### src/rtl/iodec_pkg.sv
package iodec_pkg;
    parameter int unsigned NUM_RANGES = 4;
    parameter int unsigned ADDR_W     = 16;
    parameter int unsigned DATA_W     = 32;
    parameter int unsigned OFF_W      = 8;
    parameter int unsigned FIRST_OFF  = 'h84;
    parameter int unsigned OFF_STEP   = 4;
    parameter int unsigned EN_BIT     = 0;
    parameter int unsigned BASE_LSB   = 2;
    parameter int unsigned BASE_MSB   = 15;
    parameter int unsigned MASK_LSB   = 18;
    parameter int unsigned MASK_W     = 6;

    localparam int unsigned BASE_W = BASE_MSB - BASE_LSB + 1;
    localparam int unsigned IDX_W  = (NUM_RANGES > 1) ? $clog2(NUM_RANGES) : 1;

    typedef struct packed {
        logic [MASK_W-1:0] ign;
        logic [BASE_W-1:0] base;
        logic              en;
    } window_t;

    function automatic window_t word_to_window(input logic [DATA_W-1:0] w);
        window_t r;
        r.en   = w[EN_BIT];
        r.base = w[BASE_MSB:BASE_LSB];
        r.ign  = w[MASK_LSB +: MASK_W];
        return r;
    endfunction

    function automatic logic [DATA_W-1:0] window_to_word(input window_t r);
        logic [DATA_W-1:0] w;
        w = '0;
        w[EN_BIT] = r.en;
        w[BASE_MSB:BASE_LSB] = r.base;
        w[MASK_LSB +: MASK_W] = r.ign;
        return w;
    endfunction

    function automatic logic [ADDR_W-1:0] ignore_bits(input window_t r);
        logic [ADDR_W-1:0] m;
        m = '0;
        m[BASE_LSB-1:0] = '1;
        m[BASE_LSB +: MASK_W] = r.ign;
        return m;
    endfunction

    function automatic logic [ADDR_W-1:0] base_addr(input window_t r);
        logic [ADDR_W-1:0] a;
        a = '0;
        a[BASE_MSB:BASE_LSB] = r.base;
        return a;
    endfunction
endpackage

### src/rtl/iodec_regs.sv
module iodec_regs
    import iodec_pkg::*;
(
    input  logic                              clk,
    input  logic                              rst_n,
    input  logic                              cfg_we,
    input  logic [OFF_W-1:0]                  cfg_addr,
    input  logic [DATA_W-1:0]                 cfg_wdata,
    output logic [DATA_W-1:0]                 cfg_rdata,
    output window_t [NUM_RANGES-1:0]          windows
);
    logic             sel_hit;
    logic [IDX_W-1:0] sel_idx;

    always_comb begin
        sel_hit = 1'b0;
        sel_idx = '0;
        for (int i = 0; i < NUM_RANGES; i++) begin
            if (cfg_addr == OFF_W'(FIRST_OFF + OFF_STEP * i)) begin
                sel_hit = 1'b1;
                sel_idx = IDX_W'(i);
            end
        end
    end

    window_t [NUM_RANGES-1:0] win_d, win_q;

    always_comb begin
        win_d = win_q;
        if (cfg_we && sel_hit)
            win_d[sel_idx] = word_to_window(cfg_wdata);
    end

    always_ff @(posedge clk) begin
        if (!rst_n) win_q <= '0;
        else        win_q <= win_d;
    end

    assign windows   = win_q;
    assign cfg_rdata = sel_hit ? window_to_word(win_q[sel_idx]) : '0;

    // a write aimed at no window leaves every window unchanged
    p_stray_write_r3: assert property (@(posedge clk) disable iff (!rst_n)
        (cfg_we && !sel_hit) |=> $stable(win_q));

    // a decoded write lands in the addressed window
    p_write_lands_r2: assert property (@(posedge clk) disable iff (!rst_n)
        (cfg_we && sel_hit) |=> windows[$past(sel_idx)] == word_to_window($past(cfg_wdata)));
endmodule

### src/rtl/iodec_match.sv
module iodec_match
    import iodec_pkg::*;
(
    input  window_t [NUM_RANGES-1:0] windows,
    input  logic [ADDR_W-1:0]        io_addr,
    output logic [NUM_RANGES-1:0]    match_vec
);
    for (genvar g = 0; g < NUM_RANGES; g++) begin : g_cmp
        logic [ADDR_W-1:0] kept;
        assign kept         = io_addr & ~ignore_bits(windows[g]);
        assign match_vec[g] = windows[g].en && (kept == base_addr(windows[g]));
    end
endmodule

### src/rtl/iodec_pick.sv
module iodec_pick
    import iodec_pkg::*;
(
    input  logic [NUM_RANGES-1:0] match_vec,
    output logic                  any,
    output logic [IDX_W-1:0]      idx
);
    always_comb begin
        any = 1'b0;
        idx = '0;
        for (int i = NUM_RANGES - 1; i >= 0; i--) begin
            if (match_vec[i]) begin
                any = 1'b1;
                idx = IDX_W'(i);
            end
        end
    end
endmodule

### src/rtl/io_range_decoder.sv
module io_range_decoder
    import iodec_pkg::*;
(
    input  logic              clk,
    input  logic              rst_n,
    input  logic              cfg_we,
    input  logic [7:0]        cfg_addr,
    input  logic [31:0]       cfg_wdata,
    output logic [31:0]       cfg_rdata,
    input  logic              io_valid,
    input  logic [15:0]       io_addr,
    output logic              hit,
    output logic [1:0]        hit_idx
);
    typedef struct packed {
        logic             hit;
        logic [IDX_W-1:0] idx;
    } result_t;

    window_t [NUM_RANGES-1:0] windows;
    logic [NUM_RANGES-1:0]    match_vec;
    logic [NUM_RANGES-1:0]    en_vec;
    logic                     any_match;
    logic [IDX_W-1:0]         pick_idx;
    result_t                  res_d, res_q;

    iodec_regs u_regs (
        .clk       (clk),
        .rst_n     (rst_n),
        .cfg_we    (cfg_we),
        .cfg_addr  (cfg_addr),
        .cfg_wdata (cfg_wdata),
        .cfg_rdata (cfg_rdata),
        .windows   (windows)
    );

    iodec_match u_match (
        .windows   (windows),
        .io_addr   (io_addr),
        .match_vec (match_vec)
    );

    iodec_pick u_pick (
        .match_vec (match_vec),
        .any       (any_match),
        .idx       (pick_idx)
    );

    for (genvar g = 0; g < NUM_RANGES; g++) begin : g_en
        assign en_vec[g] = windows[g].en;
    end

    always_comb begin
        res_d.hit = io_valid && any_match;
        res_d.idx = res_d.hit ? pick_idx : '0;
    end

    always_ff @(posedge clk) begin
        if (!rst_n) res_q <= '0;
        else        res_q <= res_d;
    end

    assign hit     = res_q.hit;
    assign hit_idx = res_q.idx;

    // no strobe, no hit on the following cycle
    p_idle_no_hit_r8: assert property (@(posedge clk) disable iff (!rst_n)
        !io_valid |=> !hit);

    // index is zero whenever there is no hit
    p_idx_clear_r8: assert property (@(posedge clk) disable iff (!rst_n)
        !hit |-> hit_idx == '0);

    // the reported window was enabled when the lookup was taken
    p_enabled_only_r4: assert property (@(posedge clk) disable iff (!rst_n)
        hit |-> |($past(en_vec) & (NUM_RANGES'(1) << hit_idx)));

    // no lower-numbered window matched the lookup
    p_lowest_wins_r7: assert property (@(posedge clk) disable iff (!rst_n)
        hit |-> ($past(match_vec) & ((NUM_RANGES'(1) << hit_idx) - NUM_RANGES'(1))) == '0);

    // a strobed lookup that matched any window is reported
    p_match_reported_r5: assert property (@(posedge clk) disable iff (!rst_n)
        ($past(rst_n) && $past(io_valid) && (|$past(match_vec))) |-> hit);
endmodule

### config.mk
export PLATFORM = sky130hd
export DESIGN_NAME = io_range_decoder
export DESIGN_NICKNAME = d
export VERILOG_FILES = /design/src/rtl/iodec_pkg.sv /design/src/rtl/iodec_regs.sv /design/src/rtl/iodec_match.sv /design/src/rtl/iodec_pick.sv /design/src/rtl/io_range_decoder.sv
export SDC_FILE = /design/constraint.sdc
export NUM_CORES = 1
export LEC_CHECK = 0
export BUFFER_PORTS_ARGS = -buffer_cell sky130_fd_sc_hd__buf_2
export CELL_PAD_IN_SITES_DETAIL_PLACEMENT = 1
export CELL_PAD_IN_SITES_GLOBAL_PLACEMENT = 1
export CORE_ASPECT_RATIO = 1.5
export CORE_UTILIZATION = 45
export CTS_BUF_LIST = sky130_fd_sc_hd__clkbuf_8
export CTS_CLUSTER_DIAMETER = 100
export DETAILED_ROUTE_END_ITERATION = 12
export GPL_TIMING_DRIVEN = 1
export PLACE_DENSITY_LB_ADDON = 0.15
export SYNTH_ARGS = -nofsm -noshare
export SYNTH_HDL_FRONTEND = slang
export SYNTH_SLANG_ARGS = --single-unit
### constraint.sdc
create_clock -name clk -period 2.6 [get_ports clk]
set_input_delay 0.39 -clock clk [delete_from_list [all_inputs] [get_ports clk]]
set_output_delay 0.39 -clock clk [all_outputs]
set_load 0.005 [all_outputs]
==> results_dict.tcl <==
set metrics [dict create \
    status "finished, final reports clean" \
    drt-pass1-iter-count 4 \
    die_w_um 85.7 \
    critPathCaptureType "output pin" \
    worstPathRequired_ns 2.21 \
    reg2reg_from "u_regs.windows[14]" \
    worst-setup-path-type "input pin to output pin" \
    avgRoutedWirePerCell_um 19.1 \
    routed-via-count 4513 \
    via_per_inst 5.54 \
    power_frac_seq_pct 52.9 \
    cts_made_buffers 9 \
    hold_viol_final 0 \
    layout_min_cycle_time_ns 2.49 \
    period_share_pct 95.7 \
    antenna_left 0 \
    htreeDepth 3 \
    antenna_cells 0 \
    drt_iter0_markers 173 \
    drive_gt1_share_pct 17.1 \
    crit_path_start_kind "input pin" \
    ioPinCount 95 \
    clk_latency_ns 0.36 \
    p_int_mw 1.91 \
    setup_violations 0 \
    peakVddDrop_uv 231 \
    drc_errors 0 \
    cts_resized 0 \
    gp_congestion 0.824 \
    critPathBufInv 3 \
    grt_max_degree 45 \
    die_area_um2 10900 \
    final_cell_mix "177 x nand2_1, 87 x dfxtp_1, 82 x a21boi_1, 70 x buf_2, 49 x nand3_1" \
    nets 730 \
    fin_worst_skew_ns 0.00884 \
    synth.area.top_cells "dfxtp_1 37%, nand2_1 14%, a21boi_1 13%, xnor2_1 6.9%, nand3_1 5.2%" \
    grt_pass1_vias 4689 \
    cp_slowest_cell "nor4b_4" \
    rsz0062_at_grt "false" \
    crit_start "cfg_addr[1]" \
    portBuffers 70 \
    final_common_cell "nand2_1" \
    die_h_um 128 \
    report.final.slew_viol_count 0 \
    min_from "cfg_wdata[20]" \
    max_freq_mhz 402 \
    yosysSeqAreaShare_pct 36.8 \
    grt_first_pass_wirelength_um 24700 \
    area_growth_pct 15.5 \
    final-seq-area_um2 1740 \
    nFillCells 1296 \
    start_util_pct 46.4 \
    antenna_found_initial 0 \
    p_leak_nw 1.89 \
    pwr_density_cell_nw_per_um2 462 \
    ys_warn_count 0 \
    crit_chain "buf_2, nor4b_4, and2_1, and3_1, buf_12, nand2_1, a31oi_1, buf_2" \
    syn_area_um2 4730 \
    clk_pin_slew_ns 0.09 \
    synth_seq_cells 87 \
    cap_viol_max_count 0 \
    postCtsSetupBuffers 0 \
    cts.sinks 87 \
    clockBufferDepth 2 \
    syn_area_per_cell_um2 7.76 \
    cp_top_family "simple AND/OR/NAND/NOR gates" \
    critical_path.most_common_cell "buf_2" \
    synth_top_area_share_pct 36.8 \
    switchingPower_mw 0.614 \
    hold_path.class "input pin to flip-flop" \
    max_slew_margin_pct 20.3 \
    netSwitchingFraction_pct 24.3 \
    hold_buffers 0 \
    cts-root-buf "clkbuf_8" \
    cts_tree "yes" \
    slowest_delay_ns 0.34 \
    routed_wl_um 15600 \
    critPathMaxFanout 23 \
    combPwrFrac_pct 8.1 \
    multi_input_area_um2 2780 \
    pwr-share-clk_pct 39.0 \
    num_rows 45 \
    grt-ovfl-total 0 \
    worstPathArrival_ns 2.10 \
    dp_hpwl_um 10900 \
    ys_types 29 \
    finalPower_mw 2.52 \
    core_um2 10200 \
    tightest_slew_ns 1.20 \
    grt.total_usage_pct 29.9 \
    setup_tns_ns 0 \
    yosysTopAreaCell "dfxtp_1" \
    syn_inst 609 \
]
## cell families after synthesis
group	after synthesis	share of synthesized area (%)
other cells	1	0.0793
simple gates	278	26.5
xor+xnor	56	10.4
compound gates	131	20.2
flops	87	36.8
buf+inv	56	5.93
## power groups by stage
stage / clock network (mW) / logic (mW) / registers (mW)
floorplan: 0 / 0.116 / 1.36
global placement: 0 / 0.199 / 1.36
detailed placement: 0 / 0.203 / 1.36
CTS: 0.993 / 0.206 / 1.33
global route: 1.06 / 0.222 / 1.33
finish: 0.984 / 0.206 / 1.33
## per-stage QoR
step | cells | worst slack (ns) | hold WS (ns) | cell area [um^2] | util [%]
4_1_cts | 815 | 0.123 | 0.286 | 5460 | 53.6
6_report | 815 | 0.112 | 0.296 | 5460 | 53.6
3_5_place_dp | 799 | -0.220 | 0.465 | 5260 | 51.6
2_1_floorplan | 619 | 0.666 | 0.439 | 4770 | -
5_1_grt | 815 | 0.0350 | 0.292 | 5460 | 53.6
3_3_place_gp | 799 | -0.0879 | 0.450 | 5260 | 51.6
## worst paths after layout
| kind | to | slack (ns) | depth (start not counted) |
|---|---|---|---|
| setup reg to reg | hit | 0.62 | 6 |
| hold reg to reg | u_regs.windows[20] | 0.47 | 2 |
| hold / removal | u_regs.windows[59] | 0.30 | 3 |
| setup / recovery | cfg_rdata[7] | 0.11 | 8 |
## worst register-to-register path, delay by kind of cell, from the launching register on
family                    cells  cell delay [ns]
and+or+nand+nor               4             1.18
DFF                           1             0.34
AOI/OAI and AO/OA             1             0.21
xor gates and xnor gates      1             0.17
## cell usage after synthesis (all sizes together)
cell    number
buf         30
and2         2
nor2b       20
xor2        19
a22oi       21
nand2b       6
o211ai       1
xnor2       37
nor4b        1
nor3b        1
nand3       49
o21ba        1
nor2         3
and3         2
nor3         3
dfxtp       87
nand2      177
a31oi       21
clkbuf      24
conb         1
nand4        4
o21ai        1
a21oi        2
nor4        10
a21boi      84
inv          2
## layout make-up
type / count / area share, %
Multi-Input combinational cell: 477 / 50.9
Tap cell: 141 / 3.23
Clock inverter: 4 / 0.825
Sequential cell: 87 / 31.9
Inverter: 2 / 0.137
Clock buffer: 11 / 2.77
Timing Repair Buffer: 93 / 10.3
## flip-flops by register name, summed over array words and instances, names as in the netlist
name            cells
u_regs.windows     84
hit_idx             2
hit                 1
## per-layer routing
layer | up-vias | share of wire [%] | global-route usage [%]
li1 | 2156 | - | -
met3 | 34 | 2.9 | 3.17
met2 | 109 | 53 | 55.2
met5 | - | 0 | 0
met1 | 2214 | 40 | 33.3
met4 | 0 | 3.5 | 15.7
(Power assumes the default switching activity.)
